[src/rtl/pretrig_pkg.sv]
package pretrig_pkg;
  typedef enum logic {ST_STOPPED = 1'b0, ST_RECORD = 1'b1} rec_state_t;
endpackage

[src/rtl/pretrig_ctrl.sv]
module pretrig_ctrl
  import pretrig_pkg::*;
(
  input  logic clk,
  input  logic rst_n,
  input  logic arm,
  input  logic trig,
  input  logic irq_ack,
  output logic recording,
  output logic flush,
  output logic irq
);
  rec_state_t state_q;
  logic       irq_q;

  assign recording = (state_q == ST_RECORD);
  assign flush     = (state_q == ST_STOPPED) && arm;
  assign irq       = irq_q;

  always_ff @(posedge clk) begin
    if (!rst_n) begin
      state_q <= ST_STOPPED;
    end else begin
      case (state_q)
        ST_STOPPED: if (arm)  state_q <= ST_RECORD;
        ST_RECORD:  if (trig) state_q <= ST_STOPPED;
        default:              state_q <= ST_STOPPED;
      endcase
    end
  end

  always_ff @(posedge clk) begin
    if (!rst_n)                  irq_q <= 1'b0;
    else if (recording && trig)  irq_q <= 1'b1;
    else if (irq_ack)            irq_q <= 1'b0;
  end

  a_r2_arm_starts: assert property (@(posedge clk) disable iff (!rst_n)
    (!recording && arm) |=> recording);
  a_r3_trig_stops: assert property (@(posedge clk) disable iff (!rst_n)
    (recording && trig) |=> !recording);
  a_r6_irq_on_stop: assert property (@(posedge clk) disable iff (!rst_n)
    (recording && trig) |=> irq);
  a_r6_irq_holds: assert property (@(posedge clk) disable iff (!rst_n)
    (irq && !irq_ack) |=> irq);
  a_r8_idle_trig: assert property (@(posedge clk) disable iff (!rst_n)
    (!recording && !arm) |=> !recording);
  a_r8_no_false_irq: assert property (@(posedge clk) disable iff (!rst_n)
    (!recording && !irq) |=> !irq);
  a_r9_arm_in_record: assert property (@(posedge clk) disable iff (!rst_n)
    (recording && !trig) |=> recording);
endmodule

[src/rtl/pretrig_ring.sv]
module pretrig_ring #(
  parameter int DATA_W = 16,
  parameter int DEPTH  = 8,
  localparam int PTR_W = (DEPTH > 1) ? $clog2(DEPTH) : 1,
  localparam int CNT_W = $clog2(DEPTH + 1)
) (
  input  logic              clk,
  input  logic              rst_n,
  input  logic              flush,
  input  logic              wr_en,
  input  logic [DATA_W-1:0] wr_data,
  input  logic              rd_en,
  output logic [DATA_W-1:0] rd_data,
  output logic [CNT_W-1:0]  count
);
  localparam logic [CNT_W-1:0] FULL_CNT = CNT_W'(DEPTH);
  localparam logic [PTR_W-1:0] LAST_PTR = PTR_W'(DEPTH - 1);

  logic [DATA_W-1:0] mem [DEPTH];
  logic [PTR_W-1:0]  wptr_q, rptr_q;
  logic [CNT_W-1:0]  cnt_q;
  logic              full;

  function automatic logic [PTR_W-1:0] bump(input logic [PTR_W-1:0] p);
    return (p == LAST_PTR) ? '0 : p + 1'b1;
  endfunction

  assign full    = (cnt_q == FULL_CNT);
  assign count   = cnt_q;
  assign rd_data = mem[rptr_q];

  always_ff @(posedge clk) begin
    if (wr_en) mem[wptr_q] <= wr_data;
  end

  always_ff @(posedge clk) begin
    if (!rst_n || flush) begin
      wptr_q <= '0;
      rptr_q <= '0;
      cnt_q  <= '0;
    end else if (wr_en) begin
      wptr_q <= bump(wptr_q);
      if (full) rptr_q <= bump(rptr_q);
      else      cnt_q  <= cnt_q + 1'b1;
    end else if (rd_en) begin
      rptr_q <= bump(rptr_q);
      cnt_q  <= cnt_q - 1'b1;
    end
  end

  a_r10_level_bound: assert property (@(posedge clk) disable iff (!rst_n)
    cnt_q <= FULL_CNT);
  a_r4_full_stays: assert property (@(posedge clk) disable iff (!rst_n)
    (wr_en && !flush && full) |=> (cnt_q == FULL_CNT));
  a_r2_flush_clears: assert property (@(posedge clk) disable iff (!rst_n)
    flush |=> (cnt_q == '0));
  a_r7_read_drops_one: assert property (@(posedge clk) disable iff (!rst_n)
    (rd_en && !wr_en && !flush) |=> (cnt_q == $past(cnt_q) - 1'b1));
  a_r11_idle_stable: assert property (@(posedge clk) disable iff (!rst_n)
    (!wr_en && !rd_en && !flush) |=> $stable(cnt_q));
  a_r11_exclusive: assert property (@(posedge clk) disable iff (!rst_n)
    wr_en |-> !rd_en);
endmodule

[src/rtl/pretrig_capture.sv]
module pretrig_capture #(
  parameter int DATA_W = 16,
  parameter int DEPTH  = 8,
  localparam int CNT_W = $clog2(DEPTH + 1)
) (
  input  logic              clk,
  input  logic              rst_n,
  input  logic              smp_valid,
  output logic              smp_ready,
  input  logic [DATA_W-1:0] smp_data,
  input  logic              arm,
  input  logic              trig,
  output logic              rd_valid,
  input  logic              rd_ready,
  output logic [DATA_W-1:0] rd_data,
  output logic              fifo_empty,
  output logic [CNT_W-1:0]  fifo_level,
  output logic              done_irq,
  input  logic              irq_ack
);
  logic recording, flush, wr_en, rd_en;
  logic [CNT_W-1:0] level;

  pretrig_ctrl u_ctrl (
    .clk       (clk),
    .rst_n     (rst_n),
    .arm       (arm),
    .trig      (trig),
    .irq_ack   (irq_ack),
    .recording (recording),
    .flush     (flush),
    .irq       (done_irq)
  );

  pretrig_ring #(.DATA_W(DATA_W), .DEPTH(DEPTH)) u_ring (
    .clk     (clk),
    .rst_n   (rst_n),
    .flush   (flush),
    .wr_en   (wr_en),
    .wr_data (smp_data),
    .rd_en   (rd_en),
    .rd_data (rd_data),
    .count   (level)
  );

  assign smp_ready  = recording;
  assign wr_en      = recording && smp_valid;
  assign fifo_empty = (level == '0);
  assign fifo_level = level;
  assign rd_valid   = !recording && !fifo_empty;
  assign rd_en      = rd_valid && rd_ready;

  a_r1_store_when_accepted: assert property (@(posedge clk) disable iff (!rst_n)
    (smp_valid && smp_ready && (level != '0)) |=> (fifo_level != '0));
  a_r5_overflow_keeps_recording: assert property (@(posedge clk) disable iff (!rst_n)
    (smp_ready && !trig && (level == CNT_W'(DEPTH))) |=> (smp_ready && !$rose(done_irq)));
endmodule

[config.mk]
export PLATFORM = sky130hd
export DESIGN_NAME = pretrig_capture
export DESIGN_NICKNAME = d
export VERILOG_FILES = /design/src/rtl/pretrig_pkg.sv /design/src/rtl/pretrig_ctrl.sv /design/src/rtl/pretrig_ring.sv /design/src/rtl/pretrig_capture.sv
export SDC_FILE = /design/constraint.sdc
export NUM_CORES = 1
export LEC_CHECK = 0
export BUFFER_PORTS_ARGS = -buffer_cell sky130_fd_sc_hd__clkbuf_2
export CAP_MARGIN = 20
export CORE_ASPECT_RATIO = 0.7
export CORE_MARGIN = 2
export CORE_UTILIZATION = 63
export CTS_CLUSTER_SIZE = 14
export DETAILED_ROUTE_END_ITERATION = 7
export GPL_ROUTABILITY_DRIVEN = 0
export PLACE_DENSITY = 0.82
export SYNTH_ARGS = -nofsm -noshare
export SYNTH_HDL_FRONTEND = slang
export SYNTH_SLANG_ARGS = --single-unit
[constraint.sdc]
create_clock -name clk -period 9.21 [get_ports clk]
set_clock_uncertainty 0.15 [all_clocks]
set_input_delay 0.4605 -clock clk [delete_from_list [all_inputs] [get_ports clk]]
set_output_delay 0.4605 -clock clk [all_outputs]
set_load 0.02 [all_outputs]
==> results of run 1 <==
## worst max-delay path by stage
stage / start / end / slack [ns] / cells past startpoint
6_report: flip-flop / rd_data[11] / 6.32 / 4
5_1_grt: flip-flop / rd_data[10] / 6.22 / 4
4_1_cts: flip-flop / rd_data[2] / 6.29 / 4
3_5_place_dp: smp_valid / u_ring.mem[7][12]$_DFFE_PP_ / 6.73 / 5
3_3_place_gp: smp_valid / u_ring.mem[7][12]$_DFFE_PP_ / 6.75 / 5
2_1_floorplan: u_ctrl.recording$_SDFF_PN0_ / u_ring.mem[0][0]$_DFFE_PP_ / 6.01 / 4
## Yosys cell counts (all sizes together)
library cell  instances
xnor2                 1
nand2                 9
a32oi                 1
and2                  1
a21boi                2
mux2                 16
buf                   7
clkbuf                4
nor2                 16
mux2i                 5
mux4                 32
nand3                 2
nor4b                 1
inv                   1
o2bb2ai               1
nor4                  2
a31o                  1
nand2b                6
nor3                  6
a21oi                 5
a21o                  1
edfxtp              128
fa                    1
o22ai                 1
xor2                  1
dfxtp                15
ha                    6
## cell families (layout without fill, tap and decap cells)
| logic type | Yosys count | after routing |
|---|---|---|
| flip-flops | 143 | 143 |
| multiplexers | 53 | 53 |
| AND/OR/NAND/NOR | 43 | 43 |
| AO/OA/AOI/OAI | 12 | 12 |
| buffers and inverters | 12 | 89 |
| adder cells (fa/ha/maj) | 7 | 7 |
| XOR/XNOR | 2 | 2 |
## cells in the final DEF, fill, tap and decap left out, drive strengths merged, types with 3 or more instances in the layout
cell and count:
edfxtp 128, clkbuf 74, mux4 32, mux2 16, nor2 16, dfxtp 15
buf 10, nand2 9, nand2b 6, ha 6, nor3 6, a21oi 5
mux2i 5, clkinv 3
## flip-flops by register name, summed over array words and instances (netlist names), named ones only
name              cells
u_ctrl.irq            1
u_ctrl.recording      1
u_ring.count          4
u_ring.mem          128
u_ring.rptr_q         3
u_ring.wptr_q         3
## metal layers
| layer | routed length (um) | GRT usage (%) | up-vias |
|---|---|---|---|
| met5 | 0 | 0 | - |
| met4 | 170 | 9.97 | 0 |
| met3 | 666 | 7.17 | 11 |
| met2 | 4870 | 35.6 | 86 |
| met1 | 4090 | 28.2 | 1389 |
| li1 | - | - | 1270 |
## area by class of cell
cell class	instances	area share, %
Tap cell	120	2.26
Clock buffer	28	8.10
Sequential cell	143	62.3
Inverter	1	0.0564
Clock inverter	4	0.338
Timing Repair Buffer	56	4.59
Multi-Input combinational cell	117	22.4
## power by group
group	internal (mW)	switching (mW)	leakage (nW)	total, mW
combinational	0.0327	0.0428	0.733	0.0755
sequential	0.712	0.00543	1.27	0.718
clock	0.396	0.230	0.275	0.626
total	1.14	0.278	2.28	1.42
## metrics by stage
| stage | util, % | instance area (um2) | total power [mW] | hold WS, ns |
|---|---|---|---|---|
| final | 77.2 | 6650 | 1.42 | 0.153 |
| after global routing | 77.2 | 6650 | 1.47 | 0.168 |
| after CTS | 77.2 | 6650 | 1.43 | 0.139 |
| after detailed placement | 70.7 | 6090 | 0.806 | 0.329 |
| after global placement | 70.7 | 6090 | 0.803 | 0.315 |
| after floorplan | - | 5680 | 0.781 | 0.334 |
## critical path: stages (launching register included)
cell      delay (ns)
dfxtp_1         0.31
buf_4           0.46
mux4_1          0.66
mux2_2          0.28
clkbuf_2        0.15
==> implementation parameters, run 1 <==
Parameter                              Value

Outcome
  Run status ... completed

Yosys
  Number of library cell types mapped by synthesis ... 31
  Area fraction of the dominant cell type after synthesis ... 67.6%
  Dominant cells by area after synthesis ... edfxtp_1 (68%), mux4_1 (13%), dfxtp_1 (5.3%)
  Post-synthesis xor/xnor area fraction ... 0.308%
  Mean post-synth cell area ... 20.9 um2
  Cell accounting for the most synthesized area ... edfxtp_1
  Share of the synthesized area in compound gates (AO/OA/AOI/OAI) ... 1.41%
  Warning count from the yosys run ... 0
  Flops & latches, synth ... 143
  Synthesized-area fraction occupied by adder cells ... 1.67%
  Main combinational cell family by area after synthesis ... multiplexers
  Post-synthesis instance total ... 272
  Cell area after synthesis ... 0.00568 mm2
  Synthesized Nets ... 302
  Share of the yosys chip area belonging to registers ... 72.9%
  Area share of and/or/nand/nor cells after synthesis ... 3.76%
  Share of cell area taken by muxes after synthesis ... 18.6%

Worst hold path
  Origin of the worst min-delay path ... trig
  Worst Hold Path Cells ... 3
  Hold-critical path endpoint ... u_ctrl.irq$_SDFFE_PN0P_
  Tightest Hold Check Type ... in -> reg

Run
  # Max-Cap Violations ... 0

Global route
  Antenna violations before repair ... 0
  Congestion Overflow GR ... 0
  Overall track demand over capacity in global routing ... 22.2%
  Vias in the first global route ... 2846
  First-pass GRT wire length ... 15500 um
  Largest net degree at the start of global routing ... 33

Die
  Core Region ... 0.00862 mm2
  Die span in y ... 83.5 um
  Top-Level Pins ... 47
  Area enclosed by the die boundary ... 0.00981 mm2
  Number of core rows ... 28
  Initial core utilization ... 65.9%
  Die span in x ... 118 um

CTS
  Count of H-tree levels built during CTS ... 4
  Clock-pin slew of the registers on the worst-case setup and hold paths ... 0.05 ns
  Root buffer cell ... clkbuf_16
  # resized after CTS ... 0
  TritonCTS buffer count ... 17
  Sink count of the clock tree ... 143
  Clock network latency to the later pin of the worst-skew pair ... 0.41 ns
  Total of hold buffers inserted after clock tree synthesis ... 0
  Maximum clock insertion buffer count ... 2
  Number of setup buffers added after CTS ... 0
  Clock tree from TritonCTS ... built

Worst setup path
  Crit path DAT ... 2.28 ns
  Kind of start point of the critical path ... flip-flop
  Launching point of the worst reg2reg path ... u_ctrl.recording$_SDFF_PN0_
  Depth of the worst register-to-register path ... 4
  Worst Path Required ... 8.60 ns
  Setup slack of the most critical reg-to-reg path ... 6.88 ns
  Largest driver fanout on the critical path ... 32
  Type of element capturing the critical path ... output pin
  Crit Path Class ... reg -> out
  R2r endpoint ... u_ring.mem[7][14]$_DFFE_PP_

Place
  Worst-case setup slack after placement ... 6.73 ns
  # placed instances ... 437
  HPWL after detailed placement ... 5610 um
  IO buf count ... 46

Drt
  Number of detailed-route iterations in the first pass ... 5
  Sum of routed wire length over all layers ... 9790 um
  Number of violations reported at the end of detailed-routing iteration 0 ... 249
  Via total after detailed routing ... 2756
  Remaining routing DRC violations ... 0
  Antenna-violating nets left ... 0
  Routed wire length per instance ... 20.9 um
  Routed via count divided by cell count ... 5.88

STA
  Final min period ... 2.89 ns
  Final hold violation count ... 0
  Total setup violations reported at the end of the flow ... 0
  Max-slew headroom at the worst pin ... 37.9%
  Final setup TNS ... 0 ns
  RSZ-0062 raised after global routing ... false
  Actual transition at the worst max-transition pin ... 0.931 ns
  Final critical-path share of the clock period ... 31.4%
  Setup ws final ... 6.32 ns
  Pins Over Slew Limit ... 0
  Upper clock frequency limit ... 346 MHz

Final layout
  Final Non-Filler Cells ... 469
  Share of post-route cells with drive strength above 1 ... 31.2%
  Post-synthesis to final-layout area growth ... 17.1%
  Total inserted antenna cells ... 0
  Final nets ... 366
  Fillcell total ... 485
  FF+latch area ... 0.00414 mm2
  Area of combinational cells with multiple inputs ... 0.00149 mm2

Pwr
  Leakage dissipation ... 2.28 nW
  Pwr per Cell Area ... 213 mW/mm2
  VDD IR-drop max ... 0.185 mV
No activity file was read; power rests on OpenSTA's default activity.
==> run 2, diff against run 1 <==
- CORE_UTILIZATION: 63 -> 53
- PLACE_DENSITY: 0.82 -> 0.74
- clock period: 9.21 -> 2.6 ns (I/O delays scaled with it)
==> run 2 against run 1 <==
Against the previous run: critical path depth did not move; non-clock buffer count increased by 24; critical endpoint is now rd_data[2]; flip-flop and latch count unchanged; worst hold slack lost 0.12 ns.
==> implementation parameters, run 2 (synthesized netlist as in run 1, its figures left out) <==
Parameter                              Value

Drt
  Number of violations reported at the end of detailed-routing iteration 0 ... 230 (-7.6%)
  Routed wire length per instance ... 19.5 um (-6.7%)
  Met1 routed wirelength after detailed routing ... 4370 um (+7.0%)
  Routed via count divided by cell count ... 5.56 (-5.4%)
  Sum of routed wire length over all layers ... 9840 um (+0.46%)
  Highest layer used for signal routing ... met4
  Sum of met3 wire segment lengths after detailed routing ... 659 um (-1.1%)
  Detail Route met2 WL ... 4710 um (-3.3%)
  Via total after detailed routing ... 2807 (+1.9%)
  Antenna-violating nets left ... 0 (unchanged)
  Number of detailed-route iterations in the first pass ... 4 (-1)
  Remaining routing DRC violations ... 0 (unchanged)

CTS
  Count of H-tree levels built during CTS ... 4 (unchanged)
  Clock tree from TritonCTS ... built
  Maximum clock insertion buffer count ... 2 (unchanged)
  Root buffer cell ... clkbuf_16
  TritonCTS buffer count ... 17 (unchanged)
  Clock network latency to the later pin of the worst-skew pair ... 0.42 ns (about the same)
  Sink count of the clock tree ... 143 (unchanged)
  Clock-pin slew of the registers on the worst-case setup and hold paths ... 0.06 ns (about the same)
  # resized after CTS ... 0 (unchanged)

Die
  Initial core utilization ... 54.7% (-11 points)
  Die span in x ... 128 um (+8.7%)
  Core Region ... 0.0104 mm2 (+21%)
  Area enclosed by the die boundary ... 0.0116 mm2 (+18%)
  Top-Level Pins ... 47 (unchanged)
  Number of core rows ... 31 (+11%)
  Die span in y ... 90.6 um (+8.6%)

Outcome
  Run status ... completed

STA
  Total setup violations reported at the end of the flow ... 0 (unchanged)
  RSZ-0062 raised after global routing ... false
  Final critical-path share of the clock period ... 91.8%
  Upper clock frequency limit ... 419 MHz
  Hold slack ... 0.0281 ns (-0.124 ns)
  Final hold violation count ... 0 (unchanged)
  Pins Over Slew Limit ... 0 (unchanged)
  Actual transition at the worst max-transition pin ... 0.458 ns (-0.473 ns)
  Max-slew headroom at the worst pin ... 69.4% (+32 points)
  Final min period ... 2.39 ns

Worst setup path
  Worst path cell trace ... buf_12, mux4_1, mux2_2, clkbuf_2
  CP max stage cell ... mux4_1
  Type of element capturing the critical path ... output pin
  Endpoint of the worst setup timing path ... rd_data[2]
  Crit path DAT ... 2.11 ns (-0.17 ns)
  Crit Path Class ... reg -> out
  R2r endpoint ... u_ring.count[3]$_SDFFE_PP0P_
  Setup slack of the most critical reg-to-reg path ... 0.51 ns (-6.37 ns)
  Depth of the worst register-to-register path ... 7 (+3)
  Longest individual stage delay on the worst path ... 0.61 ns (-0.05 ns)
  Largest driver fanout on the critical path ... 32 (unchanged)
  Launching point of the worst reg2reg path ... u_ctrl.recording$_SDFF_PN0_
  Worst Path Required ... 2.32 ns (-6.28 ns)
  Kind of start point of the critical path ... flip-flop

Final layout
  Number of flip-flops in the largest register ... 128 (unchanged)
  Most frequent cells in the layout ... edfxtp_1 (128), clkbuf_2 (46), mux4_1 (28)
  Layout Utilization ... 67.2% (-10 points)
  Post-synthesis to final-layout area growth ... 22.9%
  Commonest non-fill, non-tap cell in the layout ... edfxtp_1
  Total inserted antenna cells ... 0 (unchanged)
  Share of post-route cells with drive strength above 1 ... 31.4% (+0.14 points)
  Final nets ... 390 (+6.6%)
  Largest Register ... u_ring.mem
  Final Non-Filler Cells ... 505 (+7.7%)

Global route
  Antenna violations before repair ... 0 (unchanged)
  Overall track demand over capacity in global routing ... 18.9% (-3.3 points)
  First-pass GRT wire length ... 15500 um (+0.41%)
  Congestion Overflow GR ... 0 (unchanged)
  Largest net degree at the start of global routing ... 33 (unchanged)
  Vias in the first global route ... 2869 (+0.81%)

Worst hold path
  Origin of the worst min-delay path ... rd_ready
  Tightest Hold Check Type ... in -> reg

Pwr
  Leakage dissipation ... 2.41 nW (+5.5%)
  Total design power ... 5.35 mW (+280%)
  Pwr per Cell Area ... 766 mW/mm2 (+260%)
  VDD IR-drop max ... 0.514 mV (+180%)

Place
  HPWL after detailed placement ... 5410 um (-3.5%)
  IO buf count ... 46 (unchanged)
  # placed instances ... 451 (+3.2%)

Run
  # Max-Cap Violations ... 0 (unchanged)
==> run 2: cell count changes in the layout (fill, tap and decap cells not counted) <==
cell / previous run / this run
nor4_2: 1 / 0
buf_12: 0 / 1
clkinvlp_4: 1 / 5
clkinv_2: 3 / 4
dlygate4sd3_1: 0 / 22
bufinv_16: 0 / 4
clkinv_4: 0 / 2
clkbuf_1: 6 / 0
clkbuf_16: 19 / 17
clkbuf_8: 3 / 0
nor4_4: 1 / 2
buf_4: 10 / 11
==> run 2: metrics by stage <==
stage,setup WS [ns],TNS (ns),area (um2)
floorplan,-0.196,-9.41,5690
global placement,0.663,0,6140
detailed placement,0.535,0,6140
finish,0.213,0,6980
CTS,0.178,0,6980
global route,0.123,0,6980
==> run 2: worst max-delay path, delay by kind of cell, from the launching register on <==
family | cells | cell delay [ns]
buffers and inverters | 2 | 0.41
DFF | 1 | 0.36
muxes | 2 | 0.90
==> run 2: layout make-up <==
class                      instances  area [um2]
clock inverter                    15         195
inverter                           1        3.75
fill                             689        3410
timing repair buffer              80         553
tap                              132         165
sequential                       143        4140
multi-input combinational        117        1500
clock buffer                      17         425
==> run 2: how the worst min path moves through the flow <==
stage / cells past startpoint / end / slack [ns]
3_3_place_gp: 3 / u_ctrl.irq$_SDFFE_PN0P_ / 0.25
5_1_grt: 4 / u_ring.count[2]$_SDFFE_PP0P_ / 0.06
6_report: 4 / u_ring.count[2]$_SDFFE_PP0P_ / 0.03
2_1_floorplan: 0 / u_ring.mem[0][0]$_DFFE_PP_ / 0.08
4_1_cts: 4 / u_ring.count[2]$_SDFFE_PP0P_ / 0.006
3_5_place_dp: 3 / u_ctrl.irq$_SDFFE_PN0P_ / 0.25
==> run 2: layer usage <==
metal  global-route usage (%)  vias to the layer above
met3                     6.93                       10
li1                         -                     1314
met1                     25.7                     1398
met5                        0                        -
met4                     6.04                        0
met2                     28.6                       85
==> run 2: report_power, final <==
| part | switching, mW | internal [mW] | total [mW] |
|---|---|---|---|
| clock network | 0.917 | 1.60 | 2.51 |
| registers | 0.0193 | 2.52 | 2.54 |
| logic | 0.157 | 0.141 | 0.299 |
| total | 1.09 | 4.26 | 5.35 |
==> run 2: repair_timing <==
| item | 4_1_cts | 5_1_grt |
|---|---|---|
| endpoints found under the hold margin | 132 | 0 |
| hold buffers | 22 | 0 |
| setup buffers | 0 | 0 |
==> run 3, diff against run 2 <==
- ABC_AREA: default -> 1
==> run 3 against run 2 <==
Against the previous run: maximum frequency increased by 1.3%; worst setup slack improved by 0.031 ns; flip-flop and latch count unchanged; synthesized cell count increased by 88%; first-iteration DRC count increased by 87%; sequential power about the same; design area increased by 2.2%; combinational power increased by 87%; synthesized area increased by 3.4%; highest routed layer unchanged; clock power about the same.
==> implementation parameters, run 3 <==
Parameter                              Value

Drt
  Routed wire length per instance ... 16.1 um (-18%)
  Number of detailed-route iterations in the first pass ... 6 (+2)
  Sum of routed wire length over all layers ... 12200 um (+24%)
  Number of violations reported at the end of detailed-routing iteration 0 ... 431 (+87%)
  Routed via count divided by cell count ... 5.20 (-6.5%)
  Remaining routing DRC violations ... 0 (unchanged)
  Antenna-violating nets left ... 0 (unchanged)
  Via total after detailed routing ... 3946 (+41%)

Yosys
  Count leader, synth ... edfxtp_1
  Warning count from the yosys run ... 0 (unchanged)
  Dominant cells by area after synthesis ... edfxtp_1 (65%), nor2_1 (7.9%), dfxtp_1 (5.1%)
  Number of library cell types mapped by synthesis ... 27 (-13%)
  Share of the yosys chip area belonging to registers ... 70.5% (-2.4 points)
  Synthesized Nets ... 540 (+79%)
  Flops & latches, synth ... 143 (unchanged)
  FFs w/ async S/R, synth ... 0% (unchanged)
  Post-synth EDFFs ... 128 (unchanged)
  Top cells by instance count after synthesis ... edfxtp_1 (128), nor2_1 (124), nand2_1 (67)
  Cell area after synthesis ... 0.00588 mm2 (+3.4%)
  Most used flip-flop cell after synthesis ... edfxtp_1
  Post-synthesis instance total ... 510 (+88%)
  Area fraction of the dominant cell type after synthesis ... 65.4% (-2.2 points)
  Mean post-synth cell area ... 11.5 um2 (-45%)
  Cell accounting for the most synthesized area ... edfxtp_1

CTS
  Root buffer cell ... clkbuf_16
  TritonCTS buffer count ... 17 (unchanged)
  Count of H-tree levels built during CTS ... 4 (unchanged)
  Clock-pin slew of the registers on the worst-case setup and hold paths ... 0.06 ns (about the same)
  Clock tree from TritonCTS ... built
  Sink count of the clock tree ... 143 (unchanged)
  Maximum clock insertion buffer count ... 2 (unchanged)
  Number of setup buffers added after CTS ... 0 (unchanged)
  Clock network latency to the later pin of the worst-skew pair ... 0.42 ns (about the same)

Global route
  Antenna violations before repair ... 0 (unchanged)
  First-pass GRT wire length ... 19300 um (+24%)
  Overall track demand over capacity in global routing ... 22.1% (+3.2 points)
  Largest net degree at the start of global routing ... 65 (+97%)
  Congestion Overflow GR ... 0 (unchanged)
  Vias in the first global route ... 3660 (+28%)

Die
  Area enclosed by the die boundary ... 0.0120 mm2 (+3.3%)
  Number of core rows ... 32 (+3.2%)
  Die span in y ... 92.1 um (+1.6%)
  Die span in x ... 130 um (+1.6%)
  Initial core utilization ... 54.0% (-0.71 points)
  Core Region ... 0.0109 mm2 (+4.8%)
  Top-Level Pins ... 47 (unchanged)

Worst setup path
  Kind of start point of the critical path ... flip-flop
  Largest driver fanout on the critical path ... 40 (+25%)
  Crit Path Class ... reg -> out
  Crit path DAT ... 2.08 ns (-0.03 ns)
  Setup slack of the most critical reg-to-reg path ... 0.61 ns (+0.10 ns)
  Type of element capturing the critical path ... output pin
  Worst Path Required ... 2.32 ns (about the same)

Final layout
  Post-synthesis to final-layout area growth ... 21.4%
  Commonest non-fill, non-tap cell in the layout ... edfxtp_1
  Total inserted antenna cells ... 0 (unchanged)
  Final nets ... 623 (+60%)
  Largest Register ... u_ring.mem
  Most frequent cells in the layout ... edfxtp_1 (128), nor2_1 (124), nand2_1 (67)
  Area of combinational cells with multiple inputs ... 0.00148 mm2 (-1.2%)
  Number of flip-flops in the largest register ... 128 (unchanged)
  Layout Utilization ... 65.5% (-1.7 points)
  Share of post-route cells with drive strength above 1 ... 17.3% (-14 points)
  Fillcell total ... 813 (+18%)
  FF+latch area ... 0.00415 mm2 (about the same)

Run
  # Max-Cap Violations ... 0 (unchanged)

STA
  Pins Over Slew Limit ... 0 (unchanged)
  Max-slew headroom at the worst pin ... 52.4% (-17 points)
  Final critical-path share of the clock period ... 90.6% (-1.2 points)
  Total setup violations reported at the end of the flow ... 0 (unchanged)
  Upper clock frequency limit ... 425 MHz (+1.3%)
  Final setup TNS ... 0 ns (unchanged)
  Final hold violation count ... 0 (unchanged)
  Actual transition at the worst max-transition pin ... 0.713 ns (+0.255 ns)
  Final min period ... 2.36 ns (-0.0315 ns)
  RSZ-0062 raised after global routing ... false

Pwr
  Internal power ... 4.25 mW (-0.25%)
  Share of power burned in combinational logic ... 10.0% (+4.4 points)
  Net switching power ... 1.36 mW (+24%)
  Switching share of total power ... 24.2% (+3.8 points)
  Pwr per Cell Area ... 785 mW/mm2 (+2.5%)
  Share of power burned in the clock network ... 44.3% (-2.7 points)
  Sequential group share of total power ... 45.8% (-1.7 points)
  VDD IR-drop max ... 0.622 mV (+21%)
  Leakage dissipation ... 2.70 nW (+12%)
  Total design power ... 5.61 mW (+4.7%)

Outcome
  Run status ... completed

Place
  IO buf count ... 46 (unchanged)
  HPWL after detailed placement ... 6970 um (+29%)

Worst hold path
  Tightest Hold Check Type ... in -> reg
-- run 3: changes by cell type after synthesis, moves of 5 or more --
cell      before  now
o21ai_1        0   56
buf_2          0   13
nand2b_1       6    0
o21ai_0        0   48
inv_1          1   16
mux2_2        16    0
nor3_1         6    1
mux2i_1        5    0
nor2_1        16  124
mux4_1        28    0
nand2_1        9   67
-- run 3: cell type report --
cell class | instances | share of cell area, %
clock buffers | 17 | 5.96
clock inverters | 15 | 2.63
inverters | 19 | 0.999
multi-input cells | 324 | 20.7
flip-flops and latches | 143 | 58.1
well taps | 153 | 2.68
repair buffers | 88 | 8.87
-- run 3: worst max-delay path: stages, from the launching register on --
cell      delay [ns]
dfxtp_4         0.51
buf_4           0.42
nor2_1          0.10
nor2_1          0.11
o21ai_1         0.09
o21ai_1         0.09
nand2_1         0.07
nand2_1         0.10
clkbuf_2        0.17
-- run 3: worst paths after layout --
path,depth (start not counted),endpoint,startpoint
max,8,rd_data[11],flip-flop
min,2,u_ring.mem[2][5]$_DFFE_PP_,smp_data[5]
max reg2reg,5,u_ring.wptr_q[2]$_SDFFE_PP0P_,u_ctrl.recording$_SDFF_PN0_
min reg2reg,2,u_ring.rptr_q[2]$_SDFFE_PP0P_,u_ring.rptr_q[2]$_SDFFE_PP0P_
-- run 3: metrics by stage --
step	setup slack (ns)	std cells	area [um2]	hold slack, ns
global route	0.0945	759	7140	0.384
detailed placement	0.572	702	6270	0.187
global placement	0.623	702	6270	0.175
floorplan	0.472	510	5880	0.0735
finish	0.245	759	7140	0.375
CTS	0.117	759	7130	0.372
-- run 3: power by group through the flow --
stage	logic, mW	registers [mW]	clock network [mW]
finish	0.560	2.56	2.48
global route	0.624	2.57	2.61
CTS	0.559	2.56	2.50
detailed placement	0.526	2.61	0
global placement	0.508	2.61	0
floorplan	0.369	2.61	0
-- run 3: layer usage --
metal | vias to the layer above | global-route usage, % | part of all wire, %
met5 | - | 0 | 0
met4 | 0 | 8.42 | 1.6
met3 | 21 | 5.25 | 6.5
met2 | 133 | 33.0 | 46
met1 | 1854 | 31.6 | 45
li1 | 1938 | - | -
-- run 3: what timing repair did --
item,CTS,global route
hold endpoints to repair,143,0
setup endpoints to repair,0,9
resized for setup,0,1
hold buffers,25,0
-- run 3: cells by family (layout without fill, tap and decap cells) --
kind of cell,after synthesis,in the layout,share of synthesized area (%)
AOI/OAI and AO/OA,111,111,9.64
xor gates and xnor gates,1,1,0.149
adders and majority gates,7,7,1.62
buffers and inverters,43,139,4.30
DFF,143,143,70.5
and+or+nand+nor,205,205,13.8
